## config.mk

```make
export PLATFORM = sky130hd
export DESIGN_NAME = wser_top
export DESIGN_NICKNAME = d
export VERILOG_FILES = /design/src/rtl/wser_pkg.sv /design/src/rtl/wser_shift.sv /design/src/rtl/wser_crc.sv /design/src/rtl/wser_enc.sv /design/src/rtl/wser_top.sv
export SDC_FILE = /design/constraint.sdc
export NUM_CORES = 1
export LEC_CHECK = 0
export BUFFER_PORTS_ARGS = -buffer_cell sky130_fd_sc_hd__buf_2
export CAP_MARGIN = 20
export CORE_UTILIZATION = 63
export CTS_CLUSTER_SIZE = 24
export DETAILED_ROUTE_END_ITERATION = 8
export PLACE_DENSITY = 0.93
export SLEW_MARGIN = 20
export SYNTH_ARGS = -nofsm -noshare
export SYNTH_HDL_FRONTEND = slang
export SYNTH_HIERARCHICAL = 1
export SYNTH_SLANG_ARGS = --single-unit
```

## constraint.sdc

```tcl
create_clock -name clk -period 5.2 [get_ports clk]
set_input_delay 0.52 -clock clk [delete_from_list [all_inputs] [get_ports clk]]
set_output_delay 0.52 -clock clk [all_outputs]
set_load 0.1 [all_outputs]
```

## src/rtl/wser_pkg.sv

```systemverilog
package wser_pkg;
  localparam int CRC_W = 16;
  typedef logic [CRC_W-1:0] crc_t;
  typedef enum logic {HALF_CLK = 1'b0, HALF_DAT = 1'b1} half_e;

  // One serial CRC step, MSB first
  function automatic crc_t crc_feed(crc_t cur, logic bit_in, crc_t poly);
    crc_t sh;
    sh = {cur[CRC_W-2:0], 1'b0};
    return (cur[CRC_W-1] ^ bit_in) ? (sh ^ poly) : sh;
  endfunction

  // MMFM clock rule: no clock next to a data transition or after a busy cell
  function automatic logic mmfm_clock(logic dly_data, logic clk_bit, logic had_flux);
    return !dly_data && (clk_bit || !had_flux);
  endfunction
endpackage

```

## src/rtl/wser_shift.sv

```systemverilog
module wser_shift #(
  parameter int W = 8
) (
  input  logic         clk,
  input  logic         rst_n,
  input  logic         hd,
  input  logic         byte_wr,
  input  logic [W-1:0] data_in,
  input  logic [W-1:0] clock_in,
  input  logic         take,
  input  logic         first,
  output logic         raw_d,
  output logic         raw_c
);
  logic [W-1:0] sr_d, sr_c, hold_d, hold_c, src_d, src_c;
  logic         pend_q;
  logic         use_hold;

  assign use_hold = first && pend_q;

  always_comb begin
    src_d = use_hold ? hold_d : sr_d;
    src_c = use_hold ? hold_c : sr_c;
    raw_d = hd ? src_d[0] : src_d[W-1];
    raw_c = hd ? src_c[0] : src_c[W-1];
  end

  always_ff @(posedge clk or negedge rst_n) begin
    if (!rst_n) begin
      sr_d   <= '1;
      sr_c   <= '0;
      hold_d <= '0;
      hold_c <= '0;
      pend_q <= 1'b0;
    end else begin
      if (byte_wr) begin
        hold_d <= data_in;
        hold_c <= clock_in;
      end
      if (take) begin
        // data refills with ones, clock with zeros
        sr_d <= hd ? {1'b1, src_d[W-1:1]} : {src_d[W-2:0], 1'b1};
        sr_c <= hd ? {1'b0, src_c[W-1:1]} : {src_c[W-2:0], 1'b0};
      end
      if (byte_wr)               pend_q <= 1'b1;
      else if (take && use_hold) pend_q <= 1'b0;
    end
  end

  assert_pend_consumed_R3: assert property (@(posedge clk) disable iff (!rst_n)
    (take && use_hold && !byte_wr) |=> !pend_q);
  assert_pend_set_R3: assert property (@(posedge clk) disable iff (!rst_n)
    byte_wr |=> pend_q);
endmodule

```

## src/rtl/wser_crc.sv

```systemverilog
module wser_crc
  import wser_pkg::*;
#(
  parameter crc_t POLY   = 16'h1021,
  parameter crc_t PRESET = 16'hFFFF
) (
  input  logic clk,
  input  logic rst_n,
  input  logic active,
  input  logic crc_on,
  input  logic crc_out,
  input  logic step,
  input  logic raw_bit,
  output logic out_bit
);
  crc_t crc_q;
  logic acc_en, emit_en;

  assign acc_en  = crc_on  && active;
  assign emit_en = crc_out && active;
  assign out_bit = emit_en ? crc_q[CRC_W-1] : raw_bit;

  always_ff @(posedge clk or negedge rst_n) begin
    if (!rst_n)                   crc_q <= PRESET;
    else if (!acc_en && !emit_en) crc_q <= PRESET;
    else if (step) begin
      if (emit_en) crc_q <= {crc_q[CRC_W-2:0], 1'b0};
      else         crc_q <= crc_feed(crc_q, raw_bit, POLY);
    end
  end

  assert_preset_idle_R7: assert property (@(posedge clk) disable iff (!rst_n)
    !active |=> crc_q == PRESET);
  assert_hold_preset_R6: assert property (@(posedge clk) disable iff (!rst_n)
    (active && !crc_on && !crc_out) |=> crc_q == PRESET);
  assert_hold_idle_R7: assert property (@(posedge clk) disable iff (!rst_n)
    (active && !step) |=> $stable(crc_q) || crc_q == PRESET);
endmodule

```

## src/rtl/wser_enc.sv

```systemverilog
module wser_enc
  import wser_pkg::*;
#(
  parameter int DELAY = 2
) (
  input  logic clk,
  input  logic rst_n,
  input  logic clear,
  input  logic step,
  input  logic hd,
  input  logic d_in,
  input  logic c_in,
  output logic enc_c,
  output logic enc_d
);
  logic [DELAY-1:0] hist_q;
  logic             had_q;
  logic             dly;

  assign dly   = hist_q[DELAY-1];
  assign enc_d = hd ? dly : d_in;
  assign enc_c = hd ? mmfm_clock(dly, c_in, had_q) : c_in;

  always_ff @(posedge clk or negedge rst_n) begin
    if (!rst_n) begin
      hist_q <= '0;
      had_q  <= 1'b0;
    end else if (clear) begin
      hist_q <= '0;
      had_q  <= 1'b0;
    end else if (step) begin
      hist_q <= {hist_q[DELAY-2:0], d_in};
      had_q  <= enc_c || enc_d;
    end
  end

  assert_clear_history_R8: assert property (@(posedge clk) disable iff (!rst_n)
    clear |=> (hist_q == '0 && !had_q));
  assert_history_moves_R2: assert property (@(posedge clk) disable iff (!rst_n)
    (step && !clear) |=> hist_q[0] == $past(d_in));
endmodule

```

## src/rtl/wser_top.sv

```systemverilog
module wser_top
  import wser_pkg::*;
#(
  parameter int   DATA_W     = 8,
  parameter crc_t CRC_POLY   = 16'h1021,
  parameter crc_t CRC_PRESET = 16'hFFFF,
  parameter int   HD_DELAY   = 2
) (
  input  logic              clk,
  input  logic              rst_n,
  input  logic              half_tick,
  input  logic              hd_mode,
  input  logic              wr_on,
  input  logic              rd_on,
  input  logic              crc_on,
  input  logic              crc_out,
  input  logic              drive_en,
  input  logic              byte_wr,
  input  logic [DATA_W-1:0] data_in,
  input  logic [DATA_W-1:0] clock_in,
  output logic              flux,
  output logic              wr_gate
);
  localparam int CELL_W = $clog2(DATA_W);
  localparam logic [CELL_W-1:0] LAST_CELL = CELL_W'(DATA_W - 1);

  half_e             phase_q;
  logic [CELL_W-1:0] cell_q;
  logic              d_hold_q, flux_q;
  logic              cell_step, first_cell;
  logic              raw_d, raw_c, crc_d, enc_c, enc_d;

  assign cell_step  = half_tick && wr_on && (phase_q == HALF_CLK);
  assign first_cell = (cell_q == '0);

  wser_shift #(.W(DATA_W)) u_shift (
    .clk(clk), .rst_n(rst_n), .hd(hd_mode), .byte_wr(byte_wr),
    .data_in(data_in), .clock_in(clock_in), .take(cell_step),
    .first(first_cell), .raw_d(raw_d), .raw_c(raw_c)
  );

  wser_crc #(.POLY(CRC_POLY), .PRESET(CRC_PRESET)) u_crc (
    .clk(clk), .rst_n(rst_n), .active(wr_on || rd_on), .crc_on(crc_on),
    .crc_out(crc_out), .step(cell_step), .raw_bit(raw_d), .out_bit(crc_d)
  );

  wser_enc #(.DELAY(HD_DELAY)) u_enc (
    .clk(clk), .rst_n(rst_n), .clear(!wr_on), .step(cell_step),
    .hd(hd_mode), .d_in(crc_d), .c_in(raw_c), .enc_c(enc_c), .enc_d(enc_d)
  );

  always_ff @(posedge clk or negedge rst_n) begin
    if (!rst_n) begin
      phase_q  <= HALF_CLK;
      cell_q   <= '0;
      d_hold_q <= 1'b0;
      flux_q   <= 1'b0;
    end else if (!wr_on) begin
      phase_q <= HALF_CLK;
      cell_q  <= '0;
      flux_q  <= 1'b0;
    end else if (half_tick) begin
      if (phase_q == HALF_CLK) begin
        flux_q   <= enc_c;
        d_hold_q <= enc_d;
        phase_q  <= HALF_DAT;
      end else begin
        flux_q  <= d_hold_q;
        phase_q <= HALF_CLK;
        cell_q  <= (cell_q == LAST_CELL) ? '0 : cell_q + 1'b1;
      end
    end else begin
      flux_q <= 1'b0;
    end
  end

  assign flux    = flux_q;
  assign wr_gate = wr_on && drive_en;

  assert_flux_after_tick_R9: assert property (@(posedge clk) disable iff (!rst_n)
    flux_q |-> $past(half_tick && wr_on));
  assert_quiet_when_off_R8: assert property (@(posedge clk) disable iff (!rst_n)
    !wr_on |=> !flux_q);
  assert_cell_restart_R3: assert property (@(posedge clk) disable iff (!rst_n)
    !wr_on |=> (cell_q == '0 && phase_q == HALF_CLK));
endmodule

```

# [After elaboration in Yosys (flattened, before gate mapping)]
# Index checks and enable logic that the tools add are counted.
[word_totals] reg_bits=58 romBits=0 in_bits=26 latchBits=0 mem_bits_rw=0 mem_count=0
[classes] order_cmp=0 shift=0 eq_ne=4 div_mod_pow=0 muxes=29 multipliers=0 reduce_logical=21 bitwise_logic=3 addsub=1
[ops] cell="$mux W16" count=2
[ops] cell="$mux W8" count=4
[ops] cell="$mux W13" count=2
[ops] cell="$mux W1" count=15
[ops] cell="$mux W3" count=4
[ops] cell="$logic_and A1 B1 Y1" count=9
[ops] cell="$logic_not A1 Y1" count=4
[ops] cell="$mux W2" count=2
[ops] cell="$ne A2 B1 Y1 const B" count=2
[ops] cell="$reduce_bool A2 Y1" count=2
[ops] cell="$add A3 B1 Y3 const B" count=1
[ops] cell="$eq A3 B3 Y1 const B" count=1
[ops] cell="$logic_not A3 Y1" count=1
[ops] cell="$logic_or A1 B1 Y1" count=3
[ops] cell="$not A3 Y3" count=1
[ops] cell="$reduce_and A3 Y1" count=1
[ops] cell="$ne A2 B2 Y1 const B" count=1
[ops] cell="$reduce_and A2 Y1" count=1
[ops] cell="$not A1 Y1" count=1
[ops] cell="$xor A1 B1 Y1" count=1

# [Depth between registers and ports, before layout]
[depth] depth_word=10 depth_mapped=8 mapped_depth_nobuf=8

# [Modules after synthesis]
# The synthesis kept the hierarchy.
[by_module_without_submodules] module="wser_shift" n_inst=1 area_per_inst_um2=1664.1 cells_per_inst=97
[by_module_without_submodules] module="wser_crc" n_inst=1 area_per_inst_um2=750.7 cells_per_inst=63
[by_module_without_submodules] module="wser_top" n_inst=1 area_per_inst_um2=376.6 cells_per_inst=34
[by_module_without_submodules] module="wser_enc" n_inst=1 area_per_inst_um2=160.2 cells_per_inst=13

# [Worst setup path before layout]
# No wires, ideal clock.
[synth_timing] kind="register to register" start="reg cell_q[0]" end="reg u_enc.had_q" path_buffers=0 path_stages_with_launch=9 required_time_ns=5.071 arrival_ns=2.316 slack_ns=2.755 cell_sequence="dfrtp_1 inv_1 ha_1 nor2b_1 nand2_2 mux4_2 mux2_1 mux2_4 o41a_1"
[synth_via] elab_cells_between_ends=14 classes_between="9 x mux; 5 x reduce/logical"
[synth_lines] element="from (decl)" line_no="wser_top.sv:28" text="logic [CELL_W-1:0] cell_q;"
[synth_lines] element="from (signal assigned)" line_no="wser_top.sv:70" text="cell_q <= (cell_q == LAST_CELL) ? '0 : cell_q + 1'b1;"
[synth_lines] element="$logic_not A3 Y1" line_no="wser_top.sv:34" text="assign first_cell = (cell_q == '0);"
[synth_lines] element="net first_cell" line_no="wser_top.sv:30" text="logic cell_step, first_cell;"
[synth_lines] element="$logic_and A1 B1 Y1" line_no="wser_shift.sv:19" text="assign use_hold = first && pend_q;"
[synth_lines] element="$mux W8" line_no="wser_shift.sv:22" text="src_d = use_hold ? hold_d : sr_d;"
[synth_lines] element="$mux W1" line_no="wser_shift.sv:24" text="raw_d = hd ? src_d[0] : src_d[W-1];"
[synth_lines] element="net raw_d" line_no="wser_top.sv:31" text="logic raw_d, raw_c, crc_d, enc_c, enc_d;"
[synth_lines] element="$mux W1" line_no="wser_crc.sv:21" text="assign out_bit = emit_en ? crc_q[CRC_W-1] : raw_bit;"
[synth_lines] element="net crc_d" line_no="wser_top.sv:31"
[synth_lines] element="$mux W1" line_no="wser_enc.sv:21" text="assign enc_d = hd ? dly : d_in;"
[synth_lines] element="net enc_d" line_no="wser_top.sv:31"
[synth_lines] element="$logic_or A1 B1 Y1" line_no="wser_enc.sv:33" text="had_q <= enc_c || enc_d;"
[synth_lines] element="$mux W1" line_no="wser_enc.sv:31" text="end else if (step) begin"
[synth_lines] element="$mux W1" line_no="wser_enc.sv:28" text="end else if (clear) begin"
[synth_lines] element="to (signal assigned)" line_no="wser_enc.sv:33"
[synth_lines] element="to (decl)" line_no="wser_enc.sv:17" text="logic had_q;"
# The timed path passes the listed nets, and every way through them passes these cells. The select of a mux whose other input is x is not followed.
# A chain may end at the register's enable or synchronous reset.

# [Worst setup path after layout]
# Ends and elaborated chain as after synthesis.

==> flow_summary.toml <==
[outcome]
status = "complete, no violations"

[synth]
ys_types = 43
synth-simple-area-share_pct = 7.80
syn_area_um2 = 2950
synth.top_cell.area_share_pct = 28.8
synth-adder-area-share_pct = 1.27
synth.most_common_cell = "dfrtp_1"
synth_common_cells = "dfrtp_1 (34), mux2_2 (30), dfstp_2 (24), mux2i_1 (18), nand2_1 (17)"
ys_seq_elements = 58
synth_ff_type = "dfrtp_1"
synth_mux_area_share_pct = 31.0
synth_area_leaders = "dfrtp_1 (29%), dfstp_2 (21%), mux2_2 (11%)"
ys_warn_count = 6
yosysTopAreaCell = "dfrtp_1"
synthXorXnorAreaFrac_pct = 0.890
synth_seq_area_share_pct = 50.2
synth_fp_nets = 236
synth_edf_count = 0
synth_compound_area_share_pct = 4.71
synth_top_family_by_area = "multiplexers"
syn_avg_cell_area_um2 = 14.3
synthCells = 207
async_flop_share_pct = 100

[global_route]
grt_pass1_vias = 1907
antenna_found_initial = 0
grt_pass1_wl_um = 8920
gr-total-overflow = 0
track_usage_pct = 24.0
grt_max_degree = 59

[sta]
tns_ns = 0
setup_ws_ns = 2.40
rsz0062_at_grt = "no"
fmax_mhz = 357
final-hold-violation-count = 0
period_share_pct = 53.8
max_slew_margin_pct = 53.3
finalClockSkew_ns = 0.00757
worst_pin_slew_ns = 0.701
slew_viol_final = 0
min_period_ns = 2.80
setup_viol = 0

[cts]
cts_root_buffer = "clkbuf_8"
clk_pin_slew_worst_paths_ns = 0.07
hold_buffers = 0
cts_buffers = 9
cts.sinks = 58
cts_tree = "done"
cts_resized = 0
htreeDepth = 3
clk_path_buf_depth = 2
insertion_delay_ns = 0.34
post-cts-setup-buffer-count = 0

[routing]
drt_first_pass_iters = 4
wire_per_inst_um = 18.0
via_count = 1793
drt-total-wl_um = 5250
avgViaCountPerCell = 6.14
antenna_left = 0
drtIter0Drc = 99
drc = 0

[setup_path]
path_max_fanout = 18
startpoint_type = "flop"
critPathArrivalTime_ns = 3.02
cp-end-kind = "flop"
crit_path_max_incr_delay_ns = 0.61
r2r_slack_ns = 2.40
ff2ff_path_depth = 8
path_cells = "inv_1, ha_1, nor2b_1, nand2_2, mux4_2, mux2_1, mux2_4, o41a_1"
crit_family = "multiplexers"
crit_required_ns = 5.42
r2r-end = "u_enc/had_q"
path_class = "reg2reg"
critical_path_buf_inv_count = 1
cp_slowest_cell = "mux4_2"
timing.rr.start = "cell_q[0]"

[pwr]
power_w = 0.00118
p_leak_nw = 1.38
ir_worst_vdd_mv = 0.252
powerDensity_nw_per_um2 = 364

[layout]
seq_area_um2 = 1480
area_growth_pct = 10.3
multiInputGateArea_um2 = 1350
postLayoutCoreUtil_pct = 73.7
antenna_cells = 0
drive_gt1_share_pct = 46.3
layout.cells.non_filler = 292
fin_nets = 264
fill_cells = 280

[placed_design]
gp_congestion = 0.771
place_inst = 276
portBuffers = 27
place_ws_ns = 2.40
dp_hpwl_um = 3520

[die]
die_x_um = 70.4
io_pins = 28
rows = 24
die_y_um = 70.4
fp.dieArea_um2 = 4960
core_um2 = 4410
start_util_pct = 66.9

[run]
max_cap_violations = 0

[hold_path]
hold_class = "in2async"
-- registers in the layout, indices dropped and copies added, names as in the netlist, 2 cells and up --
signal          count
u_shift/sr_c        8
u_shift/hold_d      8
u_shift/hold_c      8
u_enc/hist_q        2
cell_q              3
u_crc/crc_q        16
u_shift/sr_d        8
-- per-layer routing --
metal,global-route usage (%),share of wire (%),vias to the layer above
met5,0,0,-
met4,13.6,2.7,0
met1,29.3,42,901
met3,4.76,3.6,16
li1,-,-,825
met2,39.7,51,51
-- stage by stage --
| step | hold WS [ns] | instance area (µm²) |
|---|---|---|
| global route | 0.376 | 3250 |
| detailed placement | 0.513 | 3070 |
| floorplan | 0.224 | 2950 |
| global placement | 0.480 | 3070 |
| finish | 0.320 | 3250 |
| CTS | 0.338 | 3250 |
-- worst reg2reg max path, stage by stage, from the launching register on --
cell and delay (ns):
dfrtp_1 0.39, inv_1 0.06, ha_1 0.19, nor2b_1 0.16, nand2_2 0.35, mux4_2 0.62, mux2_1 0.33, mux2_4 0.28
o41a_1 0.31
-- final cells by class --
type	instances	area share, %
well taps	52	2.00
multi-input cells	130	41.4
flip-flops and latches	58	45.5
inverters	7	0.807
clock inverters	2	0.308
clock buffers	14	5.31
repair buffers	29	4.61
-- logic make-up (layout without fill, tap and decap cells) --
group,count (synthesis),count (layout)
DFF,58,58
AOI/OAI and AO/OA,17,17
xor gates and xnor gates,3,3
and+or+nand+nor,42,42
buffers and inverters,19,52
adders and majority gates,3,3
muxes,65,65
-- where the power goes --
| group | internal (W) | switching [W] |
|---|---|---|
| combinational | 0.000123 | 0.0000897 |
| sequential | 0.000537 | 0.0000548 |
| clock | 0.000211 | 0.000169 |
-- layout by cell type, fill, tap and decap left out, drive strengths merged --
cell type	instances
dfrtp	34
mux2	33
buf	29
dfstp	24
mux2i	18
nand2	18
clkbuf	14
mux4	14
inv	7
nand3	6
nor2	4
nor2b	4
ha	3
a21bo	2
a21oi	2
xnor2	2
clkinv	2
nand2b	2
nand4b	2
a41oi	2
nand4	2
o22ai	2
o22a	2
o21a	2
and2	1
or2	1
nand3b	1
and4bb	1
a21boi	1
xor2	1
a2bb2oi	1
o21ba	1
o41a	1
a21o	1
-- worst max path at each step --
| stage | startpoint | to | slack (ns) | cells after the start |
|---|---|---|---|---|
| CTS | cell_q[0] | u_enc/had_q | 2.40 | 8 |
| global route | cell_q[0] | u_enc/had_q | 2.27 | 8 |
| global placement | cell_q[0] | u_enc/had_q | 2.50 | 8 |
| floorplan | cell_q[0] | u_enc/had_q | 2.76 | 8 |
| finish | cell_q[0] | u_enc/had_q | 2.40 | 8 |
| detailed placement | cell_q[0] | u_enc/had_q | 2.40 | 8 |
Power figures use the tool's default switching activity.
